==> config.mk <==
export PLATFORM = sky130hd
export DESIGN_NAME = vbi_top
export DESIGN_NICKNAME = d
export VERILOG_FILES = /design/src/rtl/vbi_pkg.sv /design/src/rtl/vbi_insync.sv /design/src/rtl/vbi_pick.sv /design/src/rtl/vbi_top.sv
export SDC_FILE = /design/constraint.sdc
export NUM_CORES = 1
export LEC_CHECK = 0
export ABC_AREA = 1
export BUFFER_PORTS_ARGS = -buffer_cell sky130_fd_sc_hd__buf_2
export CORE_MARGIN = 1.5
export CORE_UTILIZATION = 50
export DETAILED_ROUTE_END_ITERATION = 10
export PLACE_DENSITY = 0.78
export SKIP_CTS_REPAIR_TIMING = 1
export SYNTH_ARGS = -nofsm -noshare
export SYNTH_HDL_FRONTEND = slang
export SYNTH_HIERARCHICAL = 1
export SYNTH_SLANG_ARGS = --single-unit
==> constraint.sdc <==
create_clock -name clk -period 1.9 [get_ports clk]
set_input_delay 0.095 -clock clk [delete_from_list [all_inputs] [get_ports clk]]
set_output_delay 0.095 -clock clk [all_outputs]
set_load 0.05 [all_outputs]
==> src/rtl/vbi_pkg.sv <==
package vbi_pkg;
    localparam int DW      = 8;
    localparam int B_ADIS  = 3;
    localparam int B_EN    = 4;
    localparam int B_EXT   = 5;
    localparam int B_FLAG  = 7;
    localparam logic [DW-1:0] CTL_RST = 8'h00;
    localparam logic [DW-1:0] VEC_RST = 8'h0F;

    typedef enum logic [2:0] {
        AK_IDLE,
        AK_WAIT,
        AK_INT,
        AK_EXT,
        AK_PASS
    } ak_e;
endpackage

==> src/rtl/vbi_insync.sv <==
module vbi_insync #(
    parameter int N = 4
) (
    input  logic         clk,
    input  logic         rst_n,
    input  logic [N-1:0] in_n,
    output logic [N-1:0] fall
);
    for (genvar g = 0; g < N; g++) begin : g_ch
        logic [2:0] sh_d, sh_q;
        always_comb sh_d = {sh_q[1:0], in_n[g]};
        always_ff @(posedge clk or negedge rst_n) begin
            if (!rst_n) sh_q <= '1;
            else        sh_q <= sh_d;
        end
        // sh_q[1] is the second synchroniser stage, sh_q[2] its previous value
        assign fall[g] = sh_q[2] & ~sh_q[1];
    end
endmodule

==> src/rtl/vbi_pick.sv <==
module vbi_pick #(
    parameter int N = 4,
    localparam int W = (N > 1) ? $clog2(N) : 1
) (
    input  logic [N-1:0] req,
    output logic         hit,
    output logic [W-1:0] idx
);
    always_comb begin
        hit = |req;
        idx = '0;
        for (int i = N - 1; i >= 0; i--) begin
            if (req[i]) idx = W'(i);
        end
    end
endmodule

==> src/rtl/vbi_top.sv <==
module vbi_top
    import vbi_pkg::*;
#(
    parameter int NCH  = 4,
    parameter int NLVL = 7,
    localparam int CW  = $clog2(NCH),
    localparam int AW  = CW + 1,
    localparam int LW  = $clog2(NLVL + 1)
) (
    input  logic            clk,
    input  logic            rst_n,
    input  logic [NCH-1:0]  int_n,
    input  logic            cs_n,
    input  logic            rw,
    input  logic [AW-1:0]   addr,
    input  logic [DW-1:0]   wdata,
    output logic [DW-1:0]   rdata,
    input  logic            iack_n,
    input  logic            daisy_in_n,
    output logic            daisy_out_n,
    output logic [NLVL-1:0] irq_n,
    output logic            dtack_n,
    output logic            ext_ack_n,
    output logic [CW-1:0]   chan_code
);
    typedef struct packed {
        logic [NCH-1:0][DW-1:0] ctl;
        logic [NCH-1:0][DW-1:0] vec;
        logic [NCH-1:0]         pend;
        ak_e                    st;
        logic [LW-1:0]          lvl;
        logic [CW-1:0]          chan;
        logic [DW-1:0]          rd;
        logic                   iack_prev;
    } st_t;

    st_t q, d;

    logic [NCH-1:0] fall;
    logic [NCH-1:0] match;
    logic           hit;
    logic [CW-1:0]  hit_idx;
    logic [CW-1:0]  sel;
    logic [NLVL-1:0] lvl_act;

    vbi_insync #(.N(NCH)) u_sync (
        .clk   (clk),
        .rst_n (rst_n),
        .in_n  (int_n),
        .fall  (fall)
    );

    always_comb begin
        for (int c = 0; c < NCH; c++) begin
            match[c] = q.pend[c] && q.ctl[c][B_EN] &&
                       (q.ctl[c][LW-1:0] == q.lvl) && (q.lvl != '0);
        end
    end

    vbi_pick #(.N(NCH)) u_pick (
        .req (match),
        .hit (hit),
        .idx (hit_idx)
    );

    assign sel = addr[CW-1:0];

    always_comb begin
        d = q;
        d.iack_prev = iack_n;

        // register port
        if (!cs_n) begin
            if (rw)            d.rd = addr[CW] ? q.vec[sel] : q.ctl[sel];
            else if (addr[CW]) d.vec[sel] = wdata;
            else               d.ctl[sel] = wdata;
        end

        // interrupt capture (applied after a same-cycle write)
        for (int c = 0; c < NCH; c++) begin
            if (fall[c] && d.ctl[c][B_EN]) begin
                d.pend[c]         = 1'b1;
                d.ctl[c][B_FLAG]  = 1'b1;
            end
        end

        // acknowledge sequencer
        case (q.st)
            AK_IDLE: begin
                if (q.iack_prev && !iack_n) begin
                    d.lvl = addr[LW-1:0];
                    d.st  = AK_WAIT;
                end
            end
            AK_WAIT: begin
                if (iack_n) begin
                    d.st = AK_IDLE;
                end else if (!daisy_in_n) begin
                    if (hit) begin
                        d.chan                  = hit_idx;
                        d.pend[hit_idx]         = 1'b0;
                        d.ctl[hit_idx][B_FLAG]  = 1'b0;
                        if (d.ctl[hit_idx][B_ADIS]) d.ctl[hit_idx][B_EN] = 1'b0;
                        d.st = d.ctl[hit_idx][B_EXT] ? AK_EXT : AK_INT;
                    end else begin
                        d.st = AK_PASS;
                    end
                end
            end
            default: begin
                if (iack_n) d.st = AK_IDLE;
            end
        endcase
    end

    always_ff @(posedge clk or negedge rst_n) begin
        if (!rst_n) begin
            q.ctl       <= {NCH{CTL_RST}};
            q.vec       <= {NCH{VEC_RST}};
            q.pend      <= '0;
            q.st        <= AK_IDLE;
            q.lvl       <= '0;
            q.chan      <= '0;
            q.rd        <= '0;
            q.iack_prev <= 1'b1;
        end else begin
            q <= d;
        end
    end

    // request lines
    always_comb begin
        lvl_act = '0;
        for (int c = 0; c < NCH; c++) begin
            for (int l = 0; l < NLVL; l++) begin
                if (q.pend[c] && q.ctl[c][B_EN] && (q.ctl[c][LW-1:0] == LW'(l + 1)))
                    lvl_act[l] = 1'b1;
            end
        end
    end

    assign irq_n       = ~lvl_act;
    assign dtack_n     = (q.st != AK_INT);
    assign ext_ack_n   = (q.st != AK_EXT);
    assign daisy_out_n = (q.st != AK_PASS);
    assign chan_code   = (q.st == AK_EXT) ? q.chan : '0;
    assign rdata       = (q.st == AK_INT) ? q.vec[q.chan] : q.rd;
endmodule

After elaboration in Yosys (flattened, before gate mapping)
Index checks and enable logic that the tools add are counted.

operators by class
  magnitude comparators = 5
  equality and inequality tests = 40
  muxes and demuxes = 86
  bitwise operators = 19
  reduce and logical (&&, ||, !) cells = 57

operators by type and width
  operator                                               count
  two-way mux 32 bit                                     11
  two-way mux 64 bit                                     2
  binary-select mux 8 bit (select 2 bit)                 5
  AND 32 bit                                             2
  bitwise mux 32 bit                                     2
  NOT 32 bit                                             2
  two-way mux 8 bit                                      7
  demux 8 bit (select 2 bit)                             3
  equality test 3 bit, second input constant             16
  logical AND 1 bit                                      47
  two-way mux 1 bit                                      38
  equality test 3 x 2 -> 1 bit, second input constant    10
  two-way mux 4 bit                                      4
  equality test 3 x 1 -> 1 bit, second input constant    5
  equality test 3 bit                                    4
  two-way mux 6 bit                                      2
  two-way mux 2 bit                                      5
  < comparator 2 x 3 -> 1 bit, second input constant     3
  two-way mux 3 bit                                      3
  NOT 1 bit                                              8
  two-way mux 7 bit                                      1
  NOT 7 bit                                              1
  inequality test 3 x 2 -> 1 bit, second input constant  2
  inequality test 3 bit, second input constant           2
  15 further kinds                                       22

storage, ports and cells
  register bits after elaboration = 97
  input bits = 21

Logic depth before layout (Yosys ltp)
Gate-level depths: netlist (run 1).

  depth after elaboration = 27
  mapped depth = 15

Cells and area by module
Netlist (run 1), hierarchy kept.

modules (own cells, without submodules)
  module      instances  cells an instance  area each (um^2)
  vbi_top     1          619                4,747.1
  vbi_insync  1          20                 355.3
  vbi_pick    1          9                  46.3

Least setup slack after synthesis (run 1)
Ideal clock, no wire load.

  kind = register to register
  start = register q[13] in the netlist's numbering
  end = register q[57] in the netlist's numbering
  arrival = 1.932 ns
  required time = 1.768 ns
  slack = -0.163 ns
  stages on the path, launching flop included = 11
  buffers on the path = 1
  period minus slack after synthesis = 2.063 ns
  path through = dfrtp_1 > clkbuf_1 > inv_1 > nand3_1 > o221ai_1 > nor4_1 > inv_1 > nand4_1 > nand4_1 > nor3_1 > a21oi_1

RTL lines
  what             RTL line       text
  start, declared  vbi_top.sv:37  st_t q, d;

==> impl_metrics.prom, run 1 <==
# TYPE chip_impl_metric gauge
chip_impl_metric{name="area.sequential",unit="um^2"} 2466
chip_impl_metric{name="slew_violations",unit=""} 0
chip_impl_metric{name="detail_route.vias_per_cell",unit=""} 5.810
chip_impl_info{name="failed_checks",value="negative setup slack"} 1
chip_impl_metric{name="crit_path_max_fanout",unit=""} 6
chip_impl_metric{name="synth-warning-count",unit=""} 6
chip_impl_metric{name="syn_to_final_growth",unit="%"} 24.33
chip_impl_info{name="ctsRootBufferMaster",value="clkbuf_8"} 1
chip_impl_metric{name="post-route-period-util",unit="%"} 118.5
chip_impl_metric{name="drive_above_1_share",unit="%"} 30.31
chip_impl_metric{name="drt_wl_total",unit="um"} 15190
chip_impl_metric{name="syn_nets",unit=""} 669
chip_impl_metric{name="design_area",unit="um^2"} 6401
chip_impl_metric{name="diodes",unit=""} 0
chip_impl_info{name="yosys-top-cells-area",value="dfrtp_1 (33%), dfstp_2 (15%), nand2_1 (14%)"} 1
chip_impl_info{name="synth.most_common_cell",value="nand2_1"} 1
chip_impl_info{name="timing.critical_path.cells",value="buf_6 > xnor2_2 > o2111ai_2 > a211oi_2 > inv_2 > a21oi_4 > buf_4 > nor2_4 > nand3_1 > nand2_1 > nor2_4 > a21oi_1"} 1
chip_impl_metric{name="detail_route.iter0.violations",unit=""} 384
chip_impl_metric{name="detailed_place_hpwl",unit="um"} 10620
chip_impl_info{name="dominant_cell_type_by_area_after_synthesis",value="dfrtp_1"} 1
chip_impl_metric{name="multi_input_area",unit="um^2"} 2454
chip_impl_metric{name="nFillCells",unit=""} 818
chip_impl_metric{name="ys_seq_area_share",unit="%"} 47.85
chip_impl_metric{name="gp_routability_congestion",unit=""} 0.9803
chip_impl_metric{name="synthesis.area",unit="um^2"} 5149
chip_impl_metric{name="synth_cell_type_count",unit=""} 41
chip_impl_metric{name="critical_path_required",unit="ns"} 2.16
chip_impl_metric{name="synthCells",unit=""} 648
chip_impl_metric{name="asyncSetResetFlopFracSynth",unit="%"} 100.0
chip_impl_metric{name="pin_count_of_the_biggest_net_entering_global_routing",unit=""} 57
chip_impl_info{name="result_of_the_run",value="complete, but fails checks"} 1
chip_impl_metric{name="detail_route.wl_per_cell",unit="um"} 17.23
chip_impl_metric{name="vias_after_detailed_routing",unit=""} 5124
chip_impl_metric{name="critical_path.max_stage_delay",unit="ns"} 0.45
chip_impl_metric{name="fp.dieArea",unit="um^2"} 10920
chip_impl_metric{name="setup-violations-final",unit=""} 17
chip_impl_metric{name="port-buffer-count",unit=""} 40
chip_impl_metric{name="die_height",unit="um"} 104.5
chip_impl_metric{name="grtUsageTotal",unit="%"} 27.89
chip_impl_metric{name="tritoncts.num_buffers",unit=""} 9
chip_impl_metric{name="gr-total-overflow",unit=""} 0
chip_impl_info{name="synth-main-ff-cell",value="dfrtp_1"} 1
chip_impl_metric{name="maxCapViolations",unit=""} 0
chip_impl_metric{name="fmax",unit="GHz"} 0.4442
chip_impl_metric{name="htree_num_levels",unit=""} 3
chip_impl_metric{name="detail_route.first_pass.iterations",unit=""} 5
chip_impl_metric{name="cp.arrival",unit="ns"} 2.51
chip_impl_metric{name="die-width",unit="um"} 104.5
chip_impl_metric{name="number_of_antenna_violations_at_the_first_check_in_global_routing",unit=""} 0
chip_impl_metric{name="rows",unit=""} 36
chip_impl_metric{name="grt_pass1_wl",unit="um"} 24100
chip_impl_info{name="critPathMostFrequentCell",value="nor2_4"} 1
chip_impl_info{name="slowest_stage",value="dfrtp_1"} 1
chip_impl_info{name="synth_common_cells",value="nand2_1 (187), dfrtp_1 (68), o21ai_0 (60)"} 1
chip_impl_info{name="tritoncts",value="done"} 1
chip_impl_metric{name="post-route-min-period",unit="ns"} 2.251
chip_impl_info{name="criticalPathCategory",value="reg2reg"} 1
chip_impl_metric{name="clock_insertion_delay_worst_skew",unit="ns"} 0.38
chip_impl_metric{name="timing.clock.skew",unit="ns"} 0.005906
chip_impl_metric{name="clkSinkCount",unit=""} 97
chip_impl_info{name="timing.critical_path.to_type",value="flop"} 1
chip_impl_info{name="unrepaired_setup_endpoints_after_global_routing",value="true"} 1
chip_impl_metric{name="placedInstanceArea",unit="um^2"} 5871
chip_impl_metric{name="final_antenna_net_count",unit=""} 0
chip_impl_metric{name="cts-root-to-sink-buffers",unit=""} 2
chip_impl_metric{name="post-route-worst-setup-slack",unit="ns"} -0.3510
chip_impl_metric{name="floorplan.initialDensity",unit="%"} 52.19
chip_impl_metric{name="slew_headroom",unit="%"} 74.01
chip_impl_metric{name="pwr_density_cell",unit="nW/um^2"} 1228
chip_impl_metric{name="final.hold.worst_slack",unit="ns"} 0.02912
chip_impl_info{name="hp-class",value="in2reg"} 1
chip_impl_metric{name="worst-slew-pin-transition",unit="ns"} 0.3894
chip_impl_metric{name="design.portCount",unit=""} 41
chip_impl_metric{name="avgSynthCellArea",unit="um^2"} 7.946
chip_impl_metric{name="clkSlewWorstSetupHoldPaths",unit="ns"} 0.09
chip_impl_metric{name="final_net_count",unit=""} 765
chip_impl_metric{name="route.detailed.drc",unit=""} 0
chip_impl_metric{name="irDropWorstVdd",unit="mV"} 0.7804
chip_impl_metric{name="portion_of_synthesized_cell_area_occupied_by_the_leading_cell_type",unit="%"} 33.05
chip_impl_info{name="start_kind",value="flop"} 1
chip_impl_metric{name="synth-edff-count",unit=""} 0
chip_impl_metric{name="first_global_vias",unit=""} 5002
chip_impl_metric{name="ys_seq_elements",unit=""} 97
chip_impl_metric{name="power.static_leakage",unit="nW"} 2.960
chip_impl_metric{name="core-area",unit="um^2"} 9864
chip_impl_metric{name="final_hold_viol_count",unit=""} 0
[where the power goes]
group          switching [W]  internal, W
clock               0.000735     0.000596
combinational        0.00220      0.00139
sequential          0.000367      0.00256
total                0.00331      0.00455
[cells by family (layout without fill, tap and decap cells)]
group                     count (synthesis)  after routing  share of synthesized area (%)
xor gates and xnor gates                  2              2                         0.3403
and+or+nand+nor                         310            310                          26.95
AOI/OAI and AO/OA                       148            148                          16.89
buffers and inverters                    91            192                          7.971
DFF                                      97             97                          47.85
[cell usage in the layout, fill, tap and decap left out, types with 8 or more instances in the layout]
| cell type | instances |
|---|---|
| nand2_1 | 183 |
| dfrtp_1 | 66 |
| buf_4 | 56 |
| o21ai_0 | 51 |
| inv_1 | 50 |
| nor2_1 | 40 |
| o21ai_1 | 33 |
| dfstp_2 | 29 |
| buf_2 | 26 |
| nand3_1 | 22 |
| o22ai_1 | 15 |
| nand4_1 | 15 |
| inv_2 | 13 |
| a21oi_1 | 12 |
| nor2_2 | 10 |
| clkbuf_8 | 10 |
| buf_6 | 10 |
| clkbuf_4 | 8 |
[final cells by class]
type	instances	share of cell area, %
multi-input combinational	460	38.33
timing repair buffer	110	13.41
timing repair inverter	1	0.1173
inverter	65	3.909
clock inverter	5	0.5668
clock buffer	11	2.541
sequential	97	38.53
tap	133	2.600
[through the flow]
stage | TNS [ns] | std cells | power (W) | setup slack (ns) | util [%]
2_1_floorplan | -0.3354 | 648 | 0.004917 | -0.08667 | -
3_3_place_gp | -1.158 | 852 | 0.005881 | -0.2083 | 59.51
3_5_place_dp | -3.764 | 852 | 0.005997 | -0.3554 | 59.51
4_1_cts | -4.655 | 868 | 0.007343 | -0.3818 | 61.53
5_1_grt | -5.575 | 882 | 0.008306 | -0.4263 | 64.89
6_report | -3.995 | 882 | 0.007860 | -0.3510 | 64.89
[per-layer routing]
metal / share of wire, % / track usage [%] / vias up / wire, um
met5: 0 / 0 / - / 0
met4: 2.4 / 12.20 / 0 / 363
met3: 7.7 / 4.449 / 41 / 1170
met2: 49 / 45.86 / 276 / 7375
met1: 41 / 36.35 / 2455 / 6285
li1: - / - / 2352 / -
[path summary, 6_finish.rpt]
path                                         from  depth (start not counted)                      to  slack, ns
setup reg to reg                            q[13]                         12                   q[73]      -0.35
min in group asynchronous                   rst_n                          2               async pin       0.11
max in group asynchronous                   rst_n                          3  u_sync/g_ch[0].sh_q[1]       1.16
hold / removal                           wdata[5]                          3                   q[82]       0.03
hold reg to reg            u_sync/g_ch[0].sh_q[0]                          0  u_sync/g_ch[0].sh_q[1]       0.36
setup / recovery                            q[13]                         12                   q[73]      -0.35
[worst max-delay path, delay by kind of cell (launching register included)]
family                 cells  cell delay, ns
AND/OR/NAND/NOR            4            0.33
XOR/XNOR                   1            0.15
flip-flops                 1            0.45
buffers and inverters      3            0.43
AO/OA/AOI/OAI              4            0.79
(Power assumes the default switching activity.)
==> run 2: changes to the inputs <==
Settings changed: CELL_PAD_IN_SITES_DETAIL_PLACEMENT set to 2, CELL_PAD_IN_SITES_GLOBAL_PLACEMENT set to 2, CORE_UTILIZATION 50 to 32, PLACE_DENSITY 0.78 to 0.82.
==> impl_metrics.prom, run 2 (synthesis results as in run 1) <==
# TYPE chip_impl_metric gauge
chip_impl_metric{name="tritoncts.num_buffers",unit=""} 9
chip_impl_metric{name="clkSlewWorstSetupHoldPaths",unit="ns"} 0.08
chip_impl_metric{name="die_height",unit="um"} 129.8
chip_impl_metric{name="gp_routability_congestion",unit=""} 0.8790
chip_impl_metric{name="crit_path_max_fanout",unit=""} 5
chip_impl_metric{name="post-route-period-util",unit="%"} 125.9
chip_impl_metric{name="clkSinkCount",unit=""} 97
chip_impl_metric{name="slew_headroom",unit="%"} 61.71
chip_impl_metric{name="grt_pass1_wl",unit="um"} 31960
chip_impl_metric{name="post-route-worst-setup-slack",unit="ns"} -0.4920
chip_impl_info{name="timing.critical_path.to_type",value="flop"} 1
chip_impl_metric{name="detail_route.iter0.violations",unit=""} 333
chip_impl_metric{name="clock_insertion_delay_worst_skew",unit="ns"} 0.37
chip_impl_metric{name="critical_path_required",unit="ns"} 2.17
chip_impl_metric{name="area.sequential",unit="um^2"} 2465
chip_impl_info{name="tritoncts",value="done"} 1
chip_impl_metric{name="first_global_vias",unit=""} 5718
chip_impl_info{name="slowest_stage",value="dfrtp_1"} 1
chip_impl_info{name="hp-class",value="in2reg"} 1
chip_impl_metric{name="overall_power",unit="W"} 0.009114
chip_impl_metric{name="syn_to_final_growth",unit="%"} 31.15
chip_impl_metric{name="detailed_place_hpwl",unit="um"} 15010
chip_impl_metric{name="final_cell_count_no_fill",unit=""} 984
chip_impl_metric{name="nFillCells",unit=""} 1761
chip_impl_metric{name="cp.arrival",unit="ns"} 2.66
chip_impl_info{name="timing.critical_path.cells",value="buf_6 > xnor2_2 > o2111ai_2 > a211oi_2 > inv_1 > nand2_2 > a21oi_4 > buf_6 > nor2_4 > nand3_1 > nand2_2 > nor2_4 > a21oi_1"} 1
chip_impl_metric{name="detail_route.vias_per_cell",unit=""} 5.452
chip_impl_metric{name="cts-root-to-sink-buffers",unit=""} 2
chip_impl_metric{name="placedCellCount",unit=""} 945
chip_impl_metric{name="irDropWorstVdd",unit="mV"} 0.5706
chip_impl_metric{name="pwr_density_cell",unit="nW/um^2"} 1350
chip_impl_info{name="ctsRootBufferMaster",value="clkbuf_16"} 1
chip_impl_info{name="final_common_cell",value="nand2_1"} 1
chip_impl_metric{name="core-area",unit="um^2"} 15830
chip_impl_info{name="start_kind",value="flop"} 1
chip_impl_metric{name="power.static_leakage",unit="nW"} 3.126
chip_impl_metric{name="post-route-min-period",unit="ns"} 2.392
chip_impl_metric{name="design.portCount",unit=""} 41
chip_impl_metric{name="drive_above_1_share",unit="%"} 32.29
chip_impl_metric{name="floorplan.initialDensity",unit="%"} 32.53
chip_impl_metric{name="drt_wl_total",unit="um"} 23120
chip_impl_info{name="unrepaired_setup_endpoints_after_global_routing",value="true"} 1
chip_impl_metric{name="slew_violations",unit=""} 0
chip_impl_metric{name="diodes",unit=""} 0
chip_impl_metric{name="detail_route.first_pass.iterations",unit=""} 5
chip_impl_metric{name="fmax",unit="GHz"} 0.4181
chip_impl_info{name="result_of_the_run",value="complete, but fails checks"} 1
chip_impl_metric{name="die-width",unit="um"} 129.8
chip_impl_metric{name="fp.dieArea",unit="um^2"} 16860
chip_impl_metric{name="setup-violations-final",unit=""} 22
chip_impl_metric{name="route.detailed.drc",unit=""} 0
chip_impl_metric{name="multi_input_area",unit="um^2"} 2459
chip_impl_metric{name="critical_path.max_stage_delay",unit="ns"} 0.45
chip_impl_metric{name="grtUsageTotal",unit="%"} 25.36
chip_impl_info{name="criticalPathCategory",value="reg2reg"} 1
chip_impl_metric{name="final_antenna_net_count",unit=""} 0
chip_impl_metric{name="vias_after_detailed_routing",unit=""} 5365
chip_impl_metric{name="rows",unit=""} 46
chip_impl_metric{name="detail_route.wl_per_cell",unit="um"} 23.49
chip_impl_metric{name="postLayoutCoreUtil",unit="%"} 42.66
chip_impl_metric{name="final_net_count",unit=""} 784
chip_impl_metric{name="pin_count_of_the_biggest_net_entering_global_routing",unit=""} 42
chip_impl_metric{name="port-buffer-count",unit=""} 40
chip_impl_info{name="most-common-layout-cells",value="nand2_1 (181), buf_4 (77), dfrtp_1 (67)"} 1
chip_impl_metric{name="final_hold_viol_count",unit=""} 0
chip_impl_metric{name="maxCapViolations",unit=""} 0
chip_impl_metric{name="gr-total-overflow",unit=""} 0
chip_impl_metric{name="timing.clock.skew",unit="ns"} 0.01270
chip_impl_metric{name="worst-slew-pin-transition",unit="ns"} 0.5743
chip_impl_metric{name="htree_num_levels",unit=""} 3
chip_impl_info{name="failed_checks",value="negative setup slack"} 1
chip_impl_metric{name="number_of_antenna_violations_at_the_first_check_in_global_routing",unit=""} 0
## run 2: power breakdown
group / switching, W / internal, W
combinational: 0.00261 / 0.00157
sequential: 0.000398 / 0.00256
clock: 0.000931 / 0.00104
total: 0.00394 / 0.00517
## run 2: routing by layer
metal | GRT usage [%] | vias up | wire (um)
met4 | 8.105 | 0 | 695
met3 | 4.264 | 43 | 720
met5 | 0 | - | 0
li1 | - | 2391 | -
met1 | 31.43 | 2802 | 9623
met2 | 44.97 | 129 | 12080
## run 2: final timing paths
path / start / cells past startpoint / slack, ns / endpoint
max in group asynchronous: rst_n / 3 / 0.91 / async pin
max reg2reg: q[13] / 13 / -0.49 / q[81]
max: q[13] / 13 / -0.49 / q[81]
min: wdata[5] / 3 / 0.09 / q[58]
min in group asynchronous: rst_n / 2 / 0.27 / async pin
min reg2reg: u_sync/g_ch[3].sh_q[0] / 0 / 0.36 / u_sync/g_ch[3].sh_q[1]
## run 2: layout make-up
cell class	instances	area share (%)
Sequential cell	97	36.50
Multi-Input combinational cell	460	36.41
Clock inverter	7	1.130
Inverter	65	3.761
Timing Repair Buffer	130	14.86
Clock buffer	9	3.335
Tap cell	216	4.002
## run 2: critical path, delay by kind of cell (launching register included)
family	cells	cell delay (ns)
flip-flops	1	0.45
AO/OA/AOI/OAI	4	0.72
XOR/XNOR	1	0.16
AND/OR/NAND/NOR	5	0.54
buffers and inverters	3	0.42
## run 2: stage by stage
step	hold WS (ns)	setup TNS [ns]	setup slack, ns	instance area, um^2
2_1_floorplan	-0.2006	-0.3354	-0.08667	5223
3_3_place_gp	0.1145	-1.833	-0.1968	6037
3_5_place_dp	0.1253	-5.167	-0.4082	6037
4_1_cts	-0.2608	-6.226	-0.4237	6339
5_1_grt	0.09130	-8.123	-0.5558	6753
6_report	0.08563	-6.349	-0.4920	6753
==> run 3: changes to the inputs <==
Settings changed: BUFFER_PORTS_ARGS -buffer_cell sky130_fd_sc_hd__buf_2 to -buffer_cell sky130_fd_sc_hd__buf_4, HOLD_SLACK_MARGIN set to 0.05, SLEW_MARGIN set to 5.
==> impl_metrics.prom, run 3 (synthesis results as in run 1) <==
# TYPE chip_impl_metric gauge
chip_impl_metric{name="post-route-period-util",unit="%"} 128.4
chip_impl_metric{name="groute.layer.met3.usage",unit="%"} 4.305
chip_impl_metric{name="crit_path_max_fanout",unit=""} 6
chip_impl_metric{name="htree_num_levels",unit=""} 3
chip_impl_metric{name="slew_headroom",unit="%"} 57.50
chip_impl_metric{name="grtUsageTotal",unit="%"} 26.44
chip_impl_metric{name="fp.dieArea",unit="um^2"} 16860
chip_impl_info{name="most-common-layout-cells",value="nand2_1 (177), buf_4 (101), dfrtp_1 (64)"} 1
chip_impl_metric{name="vias_after_detailed_routing",unit=""} 5664
chip_impl_info{name="timing.critical_path.max_delay_family",value="buffers and inverters"} 1
chip_impl_metric{name="drt_wl_total",unit="um"} 25950
chip_impl_metric{name="setup_tns",unit="ns"} -7.741
chip_impl_metric{name="slew_violations",unit=""} 0
chip_impl_metric{name="clock_insertion_delay_worst_skew",unit="ns"} 0.37
chip_impl_metric{name="grt_pass1_wl",unit="um"} 32960
chip_impl_metric{name="floorplan.initialDensity",unit="%"} 32.53
chip_impl_metric{name="design_area",unit="um^2"} 6972
chip_impl_info{name="unrepaired_setup_endpoints_after_global_routing",value="true"} 1
chip_impl_metric{name="post-route-worst-setup-slack",unit="ns"} -0.5402
chip_impl_info{name="timing.critical_path.to_type",value="flop"} 1
chip_impl_metric{name="cts-root-to-sink-buffers",unit=""} 2
chip_impl_info{name="global_route.peak_usage_layer",value="met2"} 1
chip_impl_metric{name="drive_above_1_share",unit="%"} 34.38
chip_impl_info{name="failed_checks",value="negative setup slack"} 1
chip_impl_metric{name="diodes",unit=""} 0
chip_impl_metric{name="final_antenna_net_count",unit=""} 0
chip_impl_metric{name="first_global_vias",unit=""} 5834
chip_impl_info{name="start_kind",value="flop"} 1
chip_impl_metric{name="gr-usage-met2",unit="%"} 46.37
chip_impl_metric{name="clkSinkCount",unit=""} 97
chip_impl_metric{name="post-route-min-period",unit="ns"} 2.440
chip_impl_metric{name="power.static_leakage",unit="nW"} 3.146
chip_impl_metric{name="gr-total-overflow",unit=""} 0
chip_impl_info{name="hp-class",value="in2reg"} 1
chip_impl_metric{name="detailed_place_hpwl",unit="um"} 15470
chip_impl_info{name="timing.critical_path.cells",value="inv_2 > nand3_4 > buf_6 > o2111ai_2 > a211oi_2 > inv_1 > nand4_1 > nand4_1 > buf_6 > inv_1 > nand2_1 > inv_1 > nand2_1 > nand3_1"} 1
chip_impl_metric{name="number_of_antenna_violations_at_the_first_check_in_global_routing",unit=""} 0
chip_impl_info{name="critPathMostFrequentCell",value="inv_1"} 1
chip_impl_metric{name="pin_count_of_the_biggest_net_entering_global_routing",unit=""} 50
chip_impl_metric{name="critical_path.max_stage_delay",unit="ns"} 0.42
chip_impl_metric{name="worst-slew-pin-transition",unit="ns"} 0.6351
chip_impl_metric{name="port-buffer-count",unit=""} 40
chip_impl_metric{name="design.portCount",unit=""} 41
chip_impl_metric{name="critical_path_required",unit="ns"} 2.20
chip_impl_metric{name="timing.clock.skew",unit="ns"} 0.009633
chip_impl_metric{name="worstPathBufferInverterCount",unit=""} 6
chip_impl_metric{name="fmax",unit="GHz"} 0.4098
chip_impl_metric{name="pwr_density_cell",unit="nW/um^2"} 1393
chip_impl_metric{name="placedCellCount",unit=""} 942
chip_impl_metric{name="placedInstanceArea",unit="um^2"} 6112
chip_impl_metric{name="groute.layer.met1.usage",unit="%"} 31.77
chip_impl_info{name="ctsRootBufferMaster",value="clkbuf_16"} 1
chip_impl_info{name="slowest_stage",value="dfrtp_1"} 1
chip_impl_info{name="final_common_cell",value="nand2_1"} 1
chip_impl_info{name="criticalPathCategory",value="reg2reg"} 1
chip_impl_metric{name="cp.arrival",unit="ns"} 2.74
chip_impl_metric{name="route.detailed.drc",unit=""} 0
chip_impl_metric{name="die-width",unit="um"} 129.8
chip_impl_metric{name="final_cell_count_no_fill",unit=""} 981
chip_impl_metric{name="detail_route.vias_per_cell",unit=""} 5.774
chip_impl_metric{name="rows",unit=""} 46
chip_impl_metric{name="gp_routability_congestion",unit=""} 0.8589
chip_impl_metric{name="detail_route.first_pass.iterations",unit=""} 5
chip_impl_info{name="result_of_the_run",value="complete, but fails checks"} 1
chip_impl_metric{name="clkSlewWorstSetupHoldPaths",unit="ns"} 0.08
chip_impl_metric{name="setup-violations-final",unit=""} 21
chip_impl_metric{name="final_net_count",unit=""} 781
chip_impl_metric{name="core-area",unit="um^2"} 15830
chip_impl_info{name="tritoncts",value="done"} 1
chip_impl_metric{name="detail_route.wl_per_cell",unit="um"} 26.45
chip_impl_metric{name="detail_route.iter0.violations",unit=""} 371
chip_impl_metric{name="irDropWorstVdd",unit="mV"} 0.5616
chip_impl_metric{name="maxCapViolations",unit=""} 0
chip_impl_metric{name="final_hold_viol_count",unit=""} 0
chip_impl_metric{name="tritoncts.num_buffers",unit=""} 9
chip_impl_metric{name="die_height",unit="um"} 129.8
chip_impl_metric{name="syn_to_final_growth",unit="%"} 35.41
[run 3: worst paths after layout]
path | slack, ns | cells after the start | end | startpoint
worst max-delay path | -0.54 | 14 | q[14] | q[12]
worst min-delay path | 0.06 | 4 | q[16] | daisy_in_n
worst max register to register | -0.54 | 14 | q[14] | q[12]
worst min register to register | 0.36 | 0 | u_sync/g_ch[2].sh_q[1] | u_sync/g_ch[2].sh_q[0]
max in group asynchronous | 0.99 | 3 | async pin | rst_n
min in group asynchronous | 0.19 | 2 | q[1] | rst_n
[run 3: cell type report]
| class | count | area (um^2) |
|---|---|---|
| flip-flops and latches | 97 | 2469 |
| well taps | 216 | 270.3 |
| multi-input cells | 460 | 2592 |
| clock buffers | 12 | 256.5 |
| fillers | 1764 | 8856 |
| repair buffers | 127 | 1074 |
| clock inverters | 4 | 51.30 |
| inverters | 65 | 259.0 |
[run 3: stage by stage]
step                hold slack (ns)  utilization (%)  power (W)  setup slack, ns
finish                      0.05854            44.05   0.009715          -0.5402
global route                0.07893            44.05    0.01008          -0.6376
CTS                         -0.3649            40.56   0.008541          -0.5705
detailed placement          0.03052            38.62   0.006487          -0.5352
global placement            0.02383            38.62   0.006176          -0.2535
floorplan                   -0.2006                -   0.004917         -0.08667
[run 3: worst reg2reg max path: cells and delay by family, from the launching register on]
kind	cells	cell delay [ns]
simple gates	6	0.69
buf+inv	6	0.78
compound gates	2	0.47
flops	1	0.42
[run 3: layer usage]
| layer | wire [um] | share of wire [%] |
|---|---|---|
| met1 | 10140 | 39 |
| met2 | 13070 | 50 |
| met3 | 1155 | 4.5 |
| met4 | 1586 | 6.1 |
| met5 | 0 | 0 |
[run 3: power breakdown]
group,internal (W),switching (W)
sequential,0.00257,0.000468
combinational,0.00174,0.00293
clock,0.00110,0.000907
